## src/rtl/bcr_pkg.sv

```systemverilog
package bcr_pkg;
  localparam int WORD_COUNT = 28;
  localparam int IDX_W = $clog2(WORD_COUNT);

  localparam int IDX_GENCFG = 1;
  localparam int IDX_CFGMAP = 6;
  localparam int IDX_EDGE   = 9;
  localparam int IDX_POL    = 11;
  localparam int IDX_EN_SET = 12;
  localparam int IDX_EN_CLR = 13;
  localparam int IDX_EN     = 14;
  localparam int IDX_STATUS = 15;

  localparam int SOFT_RST_BIT = 2;

  // strobes from the decoder to the storage
  typedef struct packed {
    logic             store;
    logic             enSet;
    logic             enClr;
    logic             rdReq;
    logic             rdHit;
    logic [IDX_W-1:0] idx;
  } bcr_strobe_t;

  function automatic logic [31:0] resetWord(int i);
    case (i)
      0:       return 32'h0000_0C40;
      1:       return 32'h0000_1384;
      2:       return 32'h2BFF_8010;
      3:       return 32'h255E_0091;
      4:       return 32'h0000_6140;
      7:       return 32'h0000_01FF;
      8:       return 32'h0000_01FF;
      26:      return 32'h0000_0008;
      27:      return 32'h1000_0000;
      default: return 32'h0;
    endcase
  endfunction
endpackage

```

## src/rtl/bcr_ctrl.sv

```systemverilog
module bcr_ctrl
  import bcr_pkg::*;
#(
  parameter int ADDR_W = 7
) (
  input  logic [ADDR_W-1:0] busAddr,
  input  logic              busWr,
  input  logic              busRd,
  output bcr_strobe_t       strobe
);
  localparam int WIDX_W = ADDR_W - 2;

  logic [WIDX_W-1:0] wordIdx;
  logic              aligned;
  logic              inMap;
  logic              validAcc;
  logic [IDX_W-1:0]  idx;

  assign wordIdx  = busAddr[ADDR_W-1:2];
  assign aligned  = (busAddr[1:0] == 2'b00);
  assign inMap    = (int'(wordIdx) < WORD_COUNT);
  assign validAcc = aligned && inMap;
  assign idx      = wordIdx[IDX_W-1:0];

  always_comb begin
    strobe       = '0;
    strobe.idx   = idx;
    strobe.rdReq = busRd;
    strobe.rdHit = busRd && validAcc;
    if (busWr && validAcc) begin
      // the enable and status words are read-only on the bus
      strobe.store = (int'(idx) != IDX_EN) && (int'(idx) != IDX_STATUS);
      strobe.enSet = (int'(idx) == IDX_EN_SET);
      strobe.enClr = (int'(idx) == IDX_EN_CLR);
    end
  end
endmodule

```

## src/rtl/bcr_datapath.sv

```systemverilog
module bcr_datapath
  import bcr_pkg::*;
#(
  parameter int DATA_W = 32
) (
  input  logic              clk,
  input  logic              rstN,
  input  bcr_strobe_t       strobe,
  input  logic [DATA_W-1:0] busWdata,
  output logic [DATA_W-1:0] rdData,
  output logic              rdValid,
  output logic              softResetReq,
  output logic [DATA_W-1:0] irqEdgeMask,
  output logic [DATA_W-1:0] irqPolMask,
  output logic [DATA_W-1:0] cfgMapWord,
  output logic [DATA_W-1:0] enWord
);
  logic [DATA_W-1:0] words [WORD_COUNT];

  for (genvar g = 0; g < WORD_COUNT; g++) begin : gWord
    if (g == IDX_STATUS) begin : gStatus
      assign words[g] = '0;
    end else if (g == IDX_EN) begin : gEnable
      logic [DATA_W-1:0] wordQ;
      always_ff @(posedge clk) begin
        if (!rstN) begin
          wordQ <= DATA_W'(resetWord(g));
        end else if (strobe.enSet) begin
          wordQ <= wordQ | busWdata;
        end else if (strobe.enClr) begin
          wordQ <= wordQ & ~busWdata;
        end
      end
      assign words[g] = wordQ;
    end else begin : gPlain
      logic [DATA_W-1:0] wordQ;
      always_ff @(posedge clk) begin
        if (!rstN) begin
          wordQ <= DATA_W'(resetWord(g));
        end else if (strobe.store && (int'(strobe.idx) == g)) begin
          wordQ <= busWdata;
        end
      end
      assign words[g] = wordQ;
    end
  end

  logic softEdge;
  assign softEdge = strobe.store && (int'(strobe.idx) == IDX_GENCFG)
                    && !words[IDX_GENCFG][SOFT_RST_BIT] && busWdata[SOFT_RST_BIT];

  always_ff @(posedge clk) begin
    if (!rstN) begin
      rdData       <= '0;
      rdValid      <= 1'b0;
      softResetReq <= 1'b0;
    end else begin
      rdValid      <= strobe.rdReq;
      softResetReq <= softEdge;
      if (strobe.rdReq) begin
        rdData <= strobe.rdHit ? words[strobe.idx] : '0;
      end
    end
  end

  assign irqEdgeMask = words[IDX_EDGE];
  assign irqPolMask  = words[IDX_POL];
  assign cfgMapWord  = words[IDX_CFGMAP];
  assign enWord      = words[IDX_EN];
endmodule

```

## src/rtl/bridge_ctrl_regs.sv

```systemverilog
module bridge_ctrl_regs
  import bcr_pkg::*;
#(
  parameter int ADDR_W = 7,
  parameter int DATA_W = 32
) (
  input  logic              clk,
  input  logic              rstN,
  input  logic [ADDR_W-1:0] busAddr,
  input  logic              busWr,
  input  logic              busRd,
  input  logic [DATA_W-1:0] busWdata,
  output logic [DATA_W-1:0] rdData,
  output logic              rdValid,
  output logic              softResetReq,
  output logic [DATA_W-1:0] irqEdgeMask,
  output logic [DATA_W-1:0] irqPolMask,
  output logic [DATA_W-1:0] cfgMapWord
);
  bcr_strobe_t       strobe;
  logic [DATA_W-1:0] enWord;

  bcr_ctrl #(.ADDR_W(ADDR_W)) uCtrl (
    .busAddr(busAddr),
    .busWr  (busWr),
    .busRd  (busRd),
    .strobe (strobe)
  );

  bcr_datapath #(.DATA_W(DATA_W)) uData (
    .clk         (clk),
    .rstN        (rstN),
    .strobe      (strobe),
    .busWdata    (busWdata),
    .rdData      (rdData),
    .rdValid     (rdValid),
    .softResetReq(softResetReq),
    .irqEdgeMask (irqEdgeMask),
    .irqPolMask  (irqPolMask),
    .cfgMapWord  (cfgMapWord),
    .enWord      (enWord)
  );
endmodule

```

## config.mk

```make
export PLATFORM = sky130hd
export DESIGN_NAME = bridge_ctrl_regs
export DESIGN_NICKNAME = d
export VERILOG_FILES = /design/src/rtl/bcr_pkg.sv /design/src/rtl/bcr_ctrl.sv /design/src/rtl/bcr_datapath.sv /design/src/rtl/bridge_ctrl_regs.sv
export SDC_FILE = /design/constraint.sdc
export NUM_CORES = 2
export LEC_CHECK = 0
export ABC_AREA = 1
export BUFFER_PORTS_ARGS = -buffer_cell sky130_fd_sc_hd__buf_2
export CORE_MARGIN = 8
export CORE_UTILIZATION = 62
export DETAILED_ROUTE_END_ITERATION = 12
export GPL_ROUTABILITY_DRIVEN = 1
export PLACE_DENSITY = 0.85
export SETUP_SLACK_MARGIN = 0.2
export SYNTH_ARGS = -nofsm -noshare
export SYNTH_HDL_FRONTEND = slang
export SYNTH_SLANG_ARGS = --single-unit
```

## constraint.sdc

```tcl
create_clock -name clk -period 2.39 [get_ports clk]
set_input_delay 0.3585 -clock clk [delete_from_list [all_inputs] [get_ports clk]]
set_output_delay 0.3585 -clock clk [all_outputs]
set_load 0.1 [all_outputs]
```

==> key figures <==
Clock tree
  – Clock sink count: ~900
  – # resized after CTS: 0
  – Num CTS Buffers: 94
  – Clock tree buffer depth: 3
  – H-tree depth: 3
  – CTS tree: built
  – Clock root cell: clkbuf_16
  – Clock-pin slew on the worst setup and hold paths: 0.07 ns
  – Insertion delay to the later sink of the worst-skew pair: 0.67 ns

Die
  – Initial core utilization: 0.626
  – Vert. Die Dim: 279 µm
  – Row count: 96
  – Core area: 68,700 µm²
  – Die W: 279 µm
  – # IOs: 173
  – Die area: 78,100 µm²

Synth
  – Top-count cell post-synth: nand2_1
  – Mapped Nets: 6,865
  – Synth top area cells: dfxtp_1, nand2_1, nand3_1, a21oi_1, nor2_1
  – Post-synth top cells: nand2_1, dfxtp_1, nand3_1, a21oi_1, nor2_1
  – Post-synth EDFFs: 0
  – Top cell type's share of synthesized area: 0.418
  – Synth Warn #: 0
  – Share of flip-flops with an asynchronous set or reset: 0
  – Mapped Area: 43,000 µm²
  – Synthesized area per cell: 6.31 µm²
  – Synth Flop Type: dfxtp_1
  – Mapped Cells: 6,822
  – Sequential-to-total area share from yosys stat: 0.418
  – Area leader, netlist: dfxtp_1
  – Post-synthesis cell type count: 25
  – Flop and latch count out of synthesis: 898

Worst setup path
  – Critical Path Source Type: register
  – Worst Path Arrival: ~1.7 ns
  – Largest stage delay on the critical path: 0.50 ns
  – CP Cell Sequence: buf_2
  – CP required: approximately 2.0 ns
  – Cell family with the largest share of critical-path delay: flip-flops
  – Crit end category: output port
  – Worst path slowest cell: dfxtp_1
  – Crit Path Class: register to output port
  – Worst-path fanout max: 3
  – Buf/Inv on CP: 1

GRT
  – Largest net degree at the start of global routing: 184
  – First-pass GRT wire length: 241,000 µm
  – Initial antenna violation count: 5
  – Overflow left after global routing: 0
  – GRT Total Usage: 0.382
  – Vias in the first global route: 42,000

Route
  – Wire per inst: 20.4 µm
  – DRT Pass-1 Iters: 10
  – Detailed Route WL: 157,000 µm
  – Final antenna-violating net count: 0
  – Via count: roughly 47,000
  – Post-route DRC: 0
  – Initial DRC count: 8,105
  – DR vias/cell: 6.12

STA
  – Setup_tns: 0 ns
  – Period minus WS final: 2.04 ns
  – RSZ-0062 raised after global routing: no
  – Max-slew headroom: 0.411
  – Fmax achieved: ~490 MHz
  – Final hold vios: 0
  – Slew Limit Fails: 0
  – Final period util: 0.853
  – Slew @ Worst Pin: ~0.88 ns
  – Setup Skew: 0.0288 ns
  – Final setup viols: 0

Power and ir drop
  – Pwr Total: 0.0332 W
  – Clock share of power: 0.464
  – NetSw: 0.00853 W
  – PwrDens: 682 nW/µm²
  – P_leak: 21.0 nW
  – Pint: 0.0247 W
  – Worst VDD drop: approximately 0.5 mV
  – Sw frac: 0.257
  – Combinational share of power: 0.082
  – Sequential share of power: 0.454

Cells and area
  – Area growth syn-to-layout: 13.1%
  – Nets: ~6,700
  – Multi-input logic area: 22,400 µm²
  – Final instance area: 48,700 µm²
  – Non-filler cells, final: 7,698
  – Share of cells above drive strength 1: 0.0896
  – Register Area: 18,000 µm²
  – Filler cell count: 5,706

Worst hold path
  – Worst hold path class: input port to register

Placed design
  – IO Port Bufs: 172
  – Cell Area, Placed: approximately 45,000 µm²
  – Final GP Congestion: around 1.1
  – Hpwl dp: roughly 90,000 µm
  – Cell Count Post-Placement: 7,514

Run
  – Max-Cap Viols: 0

Run status
  – Status: finished clean
==> path summary, 6_finish.rpt <==
| path | startpoint | to | slack, ns | depth (start not counted) |
|---|---|---|---|---|
| worst min-delay path | busWdata[16] | uData.gWord[7].gPlain.wordQ[16] | 0.06 | 3 |
| worst max register to register | uData.cfgMapWord[18] | uData.rdData[18] | 0.69 | 10 |
| worst max-delay path | uData.irqEdgeMask[8] | irqEdgeMask[8] | 0.35 | 1 |
| worst min register to register | uData.gWord[2].gPlain.wordQ[6] | uData.gWord[2].gPlain.wordQ[6] | 0.46 | 2 |
==> state kept, by name (all words and copies together), names as in the netlist, named ones only <==
name / cells
uData.irqEdgeMask: 32
uData.irqPolMask: 32
uData.gWord.gPlain.wordQ: 736
uData.rdData: 32
uData.softResetReq: 1
uData.cfgMapWord: 32
uData.rdValid: 1
==> logic make-up (layout without fill, tap and decap cells) <==
logic type | after synthesis | in the layout | synth area share
other | 0 | 3 | 0
buffers and inverters | 684 | 625 | 0.0672
DFF | 898 | 898 | 0.418
AOI/OAI and AO/OA | 926 | 926 | 0.112
and+or+nand+nor | 4314 | 4315 | 0.403
==> through the flow <==
step	util	hold WS (ns)	setup slack, ns
after detailed placement	0.660	0.450	-0.395
after floorplan	-	0.422	0.570
after global routing	0.708	0.0623	0.386
final	0.708	0.0558	0.350
after CTS	0.708	0.0373	0.235
after global placement	0.660	0.439	-0.350
==> per-layer routing <==
| metal | vias up | track usage | share of wire |
|---|---|---|---|
| met1 | 21200 | 0.489 | 0.36 |
| li1 | 21600 | - | - |
| met5 | - | 0 | 0.000057 |
| met3 | 712 | 0.105 | 0.15 |
| met2 | 3560 | 0.563 | 0.42 |
| met4 | 2 | 0.250 | 0.074 |
==> power by group through the flow <==
stage	clock [W]	combinational [W]	sequential (W)
5_1_grt	0.0161	0.00279	0.0150
3_3_place_gp	0	0.00255	0.0154
2_1_floorplan	0	0.00140	0.0155
4_1_cts	0.0154	0.00257	0.0150
3_5_place_dp	0	0.00256	0.0154
6_report	0.0154	0.00272	0.0151
==> timing repair <==
action,CTS,global route
buffers inserted,0,4
endpoints found under the setup margin,0,199
endpoints found under the hold margin,1,0
hold buffers,1,0
==> layout make-up <==
| type | instances | share of cell area |
|---|---|---|
| Clock buffer | 148 | 0.0600 |
| Tap cell | 931 | 0.0239 |
| Inverter | 69 | 0.00589 |
| Antenna cell | 3 | 0.000154 |
| Sequential cell | 898 | 0.369 |
| Clock inverter | 27 | 0.00735 |
| Timing Repair Buffer | 381 | 0.0739 |
| Multi-Input combinational cell | 5241 | 0.459 |
==> cell usage in the layout (no fill, tap or decap), drive strengths merged <==
master	n
bufinv	6
diode	3
inv	71
buf	380
and3	1
clkbuf	148
nand2	2846
nand3	816
dlygate4sd3	1
dfxtp	898
clkinv	18
nor3	13
a21oi	815
a31o	18
o21ai	39
clkinvlp	1
nor2	639
o211ai	54
(Power assumes the default switching activity.)
